### config.mk
export PLATFORM = sky130hd
export DESIGN_NAME = audio_serclk_gen
export DESIGN_NICKNAME = d
export VERILOG_FILES = /design/src/rtl/aclk_pkg.sv /design/src/rtl/aclk_bit_div.sv /design/src/rtl/aclk_slot_seq.sv /design/src/rtl/audio_serclk_gen.sv
export SDC_FILE = /design/constraint.sdc
export NUM_CORES = 1
export LEC_CHECK = 0
export BUFFER_PORTS_ARGS = -buffer_cell sky130_fd_sc_hd__clkbuf_2
export CAP_MARGIN = 25
export CORE_AREA = 2 2 43 45
export CTS_BUF_LIST = sky130_fd_sc_hd__clkbuf_4
export CTS_CLUSTER_SIZE = 16
export DETAILED_ROUTE_END_ITERATION = 10
export DIE_AREA = 0 0 45 47
export PLACE_DENSITY = 0.86
export SLEW_MARGIN = 40
export SYNTH_ARGS = -nofsm -noshare
export SYNTH_HDL_FRONTEND = slang
export SYNTH_SLANG_ARGS = --single-unit
### constraint.sdc
create_clock -name mclk -period 2.1 [get_ports mclk]
set_input_delay 0.21 -clock mclk [delete_from_list [all_inputs] [get_ports mclk]]
set_output_delay 0.21 -clock mclk [all_outputs]
set_load 0.02 [all_outputs]
### src/rtl/aclk_pkg.sv
package aclk_pkg;

   typedef struct packed {
      logic rate_hi;    // master clock is the higher multiple of fs
      logic wide;       // wide channel slot
      logic left_high;  // left channel sent while ws is high
   } aclk_cfg_t;

endpackage

### src/rtl/aclk_bit_div.sv
module aclk_bit_div #(
   parameter int CNT_W = 4
) (
   input  logic             clk,
   input  logic             rst_n,
   input  logic             run,
   input  logic [CNT_W-1:0] half,
   output logic             at_start,
   output logic             wrap,
   output logic             phase_hi
);

   logic [CNT_W-1:0] cnt;
   logic [CNT_W-1:0] last;

   assign last     = (half << 1) - CNT_W'(1);
   assign at_start = (cnt == '0);
   assign wrap     = (cnt == last);
   assign phase_hi = (cnt >= half);

   always_ff @(posedge clk) begin
      if (!rst_n) begin
         cnt <= '0;
      end else if (!run || wrap) begin
         cnt <= '0;
      end else begin
         cnt <= cnt + CNT_W'(1);
      end
   end

endmodule

### src/rtl/aclk_slot_seq.sv
module aclk_slot_seq #(
   parameter int IDX_W = 6
) (
   input  logic             clk,
   input  logic             rst_n,
   input  logic             run,
   input  logic             step,
   input  logic [IDX_W-1:0] slot_len,
   output logic             frame_last,
   output logic             right_chan,
   output logic             chan_start
);

   logic [IDX_W-1:0] idx;
   logic [IDX_W-1:0] last_idx;

   assign last_idx   = (slot_len << 1) - IDX_W'(1);
   assign frame_last = (idx == last_idx);
   assign right_chan = (idx >= slot_len);
   assign chan_start = (idx == '0) || (idx == slot_len);

   always_ff @(posedge clk) begin
      if (!rst_n) begin
         idx <= '0;
      end else if (!run) begin
         idx <= '0;
      end else if (step) begin
         idx <= frame_last ? '0 : idx + IDX_W'(1);
      end
   end

endmodule

### src/rtl/audio_serclk_gen.sv
module audio_serclk_gen
   import aclk_pkg::*;
#(
   parameter int FS_LO       = 256,
   parameter int FS_HI       = 384,
   parameter int SLOT_NARROW = 16,
   parameter int SLOT_WIDE   = 32
) (
   input  logic mclk,
   input  logic rst_n,
   input  logic enable,
   input  logic rate_384,
   input  logic slot_32,
   input  logic left_high,
   input  logic data_avail,
   output logic sys_clk,
   output logic bclk,
   output logic ws,
   output logic bit_strobe,
   output logic slot_strobe
);

   localparam int HALF_LO  = FS_LO / (4 * SLOT_WIDE);
   localparam int HALF_HI  = FS_HI / (4 * SLOT_WIDE);
   localparam int RATIO    = SLOT_WIDE / SLOT_NARROW;
   localparam int HALF_MAX = HALF_HI * RATIO;
   localparam int CNT_W    = $clog2(2 * HALF_MAX);
   localparam int IDX_W    = $clog2(2 * SLOT_WIDE);

   generate
      if (FS_LO % (4 * SLOT_WIDE) != 0 || FS_HI % (4 * SLOT_WIDE) != 0) begin : g_bad_fs
         $error("fs multiples must divide evenly into wide slots");
      end
      if (SLOT_WIDE <= SLOT_NARROW || SLOT_WIDE % SLOT_NARROW != 0) begin : g_bad_slot
         $error("wide slot must be a multiple of the narrow slot");
      end
      if (FS_HI <= FS_LO) begin : g_bad_order
         $error("higher fs multiple must exceed the lower one");
      end
   endgenerate

   aclk_cfg_t        cfg_in, cfg_q;
   logic             running;
   logic             go;
   logic             fr_end;
   logic [CNT_W-1:0] half;
   logic [IDX_W-1:0] slot_len;
   logic             at_start, wrap, phase_hi;
   logic             frame_last, right_chan, chan_start;

   assign cfg_in = '{rate_hi: rate_384, wide: slot_32, left_high: left_high};
   assign go     = enable & data_avail;
   assign fr_end = running & wrap & frame_last;

   always_comb begin
      int base;
      base     = cfg_q.rate_hi ? HALF_HI : HALF_LO;
      half     = cfg_q.wide ? CNT_W'(base) : CNT_W'(base * RATIO);
      slot_len = cfg_q.wide ? IDX_W'(SLOT_WIDE) : IDX_W'(SLOT_NARROW);
   end

   // Settings are taken while idle and at each frame boundary only.
   always_ff @(posedge mclk) begin
      if (!rst_n) begin
         running <= 1'b0;
         cfg_q   <= '0;
      end else if (!running || fr_end) begin
         running <= go;
         cfg_q   <= cfg_in;
      end
   end

   aclk_bit_div #(.CNT_W(CNT_W)) div_i (
      .clk      (mclk),
      .rst_n    (rst_n),
      .run      (running),
      .half     (half),
      .at_start (at_start),
      .wrap     (wrap),
      .phase_hi (phase_hi)
   );

   aclk_slot_seq #(.IDX_W(IDX_W)) seq_i (
      .clk        (mclk),
      .rst_n      (rst_n),
      .run        (running),
      .step       (wrap),
      .slot_len   (slot_len),
      .frame_last (frame_last),
      .right_chan (right_chan),
      .chan_start (chan_start)
   );

   assign sys_clk     = mclk & enable;
   assign bclk        = running & phase_hi;
   assign ws          = cfg_q.left_high ^ right_chan;
   assign bit_strobe  = running & at_start;
   assign slot_strobe = bit_strobe & chan_start;

endmodule

==> flow_summary.json <==
{
  "status": "finished clean",
  "nets": 149,
  "area_growth_pct": 18.58,
  "cpPeakStageDelay_ps": 380,
  "wl_per_cell_um": 13.79,
  "die_h_um": 47,
  "syn-mean-instance-area_um2": 8.251,
  "final_core_util_pct": 65.76,
  "period_needed_ps": 2078,
  "slew_headroom_pct": 80.16,
  "synth_top_flop_cell": "dfxtp_1",
  "ys_warn_count": 0,
  "ys_types": 28,
  "drv_slew": 0,
  "dieArea_mm2": 0.002115,
  "die_w_um": 45,
  "grt_pass1_wl_um": 3270,
  "critPathBufInv": 2,
  "start_util_pct": 55.45,
  "path_class": "reg2out",
  "peakVddDrop_mv": 0.5942,
  "cp-start-kind": "flop",
  "slowest_stage": "or3b_4",
  "grtUsageTotal_pct": 22.17,
  "clock_latency_ps": 400,
  "cp-end-kind": "output port",
  "wirelength_um": 2014,
  "synthMuxAreaShare_pct": 1.093,
  "synth.largest_area_cell": "dfxtp_1",
  "synth_xor_area_share_pct": 5.738,
  "clock.fmax_ghz": 0.4813,
  "synth_top_family_by_area": "simple AND/OR/NAND/NOR gates",
  "core_mm2": 0.001652,
  "ys_seq_area_share_pct": 30.60,
  "place_area_um2": 987.2,
  "fillers": 139,
  "drt_iter0_drc": 25,
  "drive_gt1_share_pct": 23.26,
  "crit_fanout": 2,
  "grt_pass1_vias": 798,
  "hold_buffers": 0,
  "path_delay_family": "simple AND/OR/NAND/NOR gates",
  "worstPathCellList": "inv_2 -> ha_1 -> or3b_4 -> o21ai_1 -> a21oi_1 -> xnor2_1 -> buf_4",
  "vias": 841,
  "synthSimpleGateAreaFrac_pct": 22.13,
  "setup_viol": 0,
  "place.port_buffers": 11,
  "boundaryPins": 12,
  "leakagePower_nw": 0.4979,
  "design_area_mm2": 0.001086,
  "synth_fa_ha_area_share_pct": 16.39,
  "dp_hpwl_um": 1408,
  "synth-compound-area-share_pct": 17.08,
  "rsz0062_at_grt": "true",
  "synth_top_area_share_pct": 30.60,
  "vias_per_cell": 5.760,
  "crit_arrival_ps": 1870,
  "clk_pin_slew_ps": 80,
  "ys_async_sr_fraction_pct": 0,
  "grt_max_degree": 13,
  "synthTopCellsByArea": "dfxtp_1, ha_1, inv_1",
  "antenna_found_initial": 0,
  "final_cells": 146,
  "ys_ff_latch": 14,
  "power_density_mw_per_mm2": 596.8,
  "worstPathRequired_ps": 1890,
  "synth_nets": 130,
  "fin_crit_sh_pct": 98.95,
  "core.rowCount": 15,
  "hold_path.class": "in2reg",
  "clock_skew_ps": 4.286,
  "netlist_instances": 111,
  "dr.pass1.iters": 4,
  "dpl.cell_count": 136,
  "drc": 0,
  "worst_slew_pin_slew_ps": 297.6,
  "fin_hold_ws_ps": 45.90,
  "synth-edff-count": 0,
  "ant_nets": 0,
  "cts_tree": "yes",
  "n_antenna_cell": 0,
  "syn-cell-area_um2": 915.9,
  "hold_viol": 0,
  "maxCapViolCount": 0,
  "gp_congestion": 0.7878,
  "grt_overflow": 0
}
## layout by cell type (no fill, tap or decap), types with 2 or more instances in the layout
cell type | Yosys | layout
a32o_1 | 3 | 3
buf_4 | 0 | 6
nand4_1 | 2 | 2
nand2_1 | 8 | 8
dfxtp_1 | 14 | 10
a211o_1 | 3 | 3
clkbuf_4 | 0 | 6
o21ai_0 | 6 | 4
and3_1 | 4 | 4
o21ai_1 | 0 | 2
nand3_1 | 3 | 3
clkbuf_2 | 0 | 9
xor2_1 | 3 | 3
nor3_1 | 4 | 4
and2_1 | 2 | 2
inv_2 | 0 | 2
or3_1 | 3 | 3
a21oi_1 | 8 | 8
ha_1 | 12 | 12
inv_1 | 12 | 10
xnor2_1 | 3 | 3
nand3b_1 | 2 | 2
nor2_1 | 6 | 6
dfxtp_2 | 0 | 3
## cells by family after synthesis
kind of cell,count (synthesis)
and+or+nand+nor,38
AOI/OAI and AO/OA,24
buffers and inverters,16
DFF,14
adders and majority gates,12
xor gates and xnor gates,6
muxes,1
## path summary, 6_finish.rpt
path | from | endpoint | slack [ps] | depth (start not counted)
hold / removal | data_avail | running | 50 | 3
setup / recovery | seq_i.idx[0] | ws | 20 | 7
setup reg to reg | cfg_q[1] | seq_i.idx[5] | 290 | 8
hold reg to reg | div_i.cnt[0] | div_i.cnt[0] | 490 | 1
## metal layers
metal  part of all wire (%)  GRT usage [%]  vias up  wire length, um
li1                       -              -      428                -
met1                     45          26.35      385              901
met2                     50          36.86       23             1000
met3                    3.8          4.615        5               77
met4                    1.7          13.53        0               35
met5                      0              0        -                0
## area by class of cell
| class | count | area [um^2] | share of cell area, % |
|---|---|---|---|
| clock buffers | 7 | 50.05 | 4.608 |
| multi-input cells | 81 | 593.1 | 54.61 |
| flip-flops and latches | 14 | 287.8 | 26.50 |
| inverters | 12 | 45.04 | 4.147 |
| repair buffers | 14 | 85.08 | 7.834 |
| well taps | 17 | 21.27 | 1.959 |
| clock inverters | 1 | 3.754 | 0.3456 |
## tightest hold or removal path: stages
cell      delay (ps)
clkbuf_2          80
nand2_1           50
a21boi_0          60
## registers in the layout, summed over array words and instances, names as in the netlist
register   count
running        1
cfg_q          3
div_i.cnt      4
seq_i.idx      6
## power breakdown
part	total, mW	internal [mW]	switching [mW]
sequential	0.282	0.273	0.00836
combinational	0.0932	0.0439	0.0493
clock	0.273	0.144	0.130
total	0.648	0.461	0.187
## cell usage after synthesis, drive strengths merged, types with 3 or more instances
library cell / count
a211o: 3
a21oi: 8
a32o: 3
and3: 4
buf: 3
dfxtp: 14
ha: 12
inv: 12
nand2: 8
nand3: 3
nor2: 6
nor3: 4
o21ai: 6
or3: 3
xnor2: 3
xor2: 3
## repair_timing
action,CTS,global route
buffers inserted,1,2
setup endpoints to repair,4,10
resized for setup,7,10
pin swaps,1,2
## stage by stage
stage               worst slack, ps  TNS [ps]  power (mW)
global placement              207.7         0      0.3972
floorplan                     276.1         0      0.3664
finish                        22.13         0      0.6482
detailed placement            77.02         0      0.4017
CTS                           9.217         0      0.6539
global route                 -40.91    -66.36      0.6850
(Power assumes the default switching activity.)
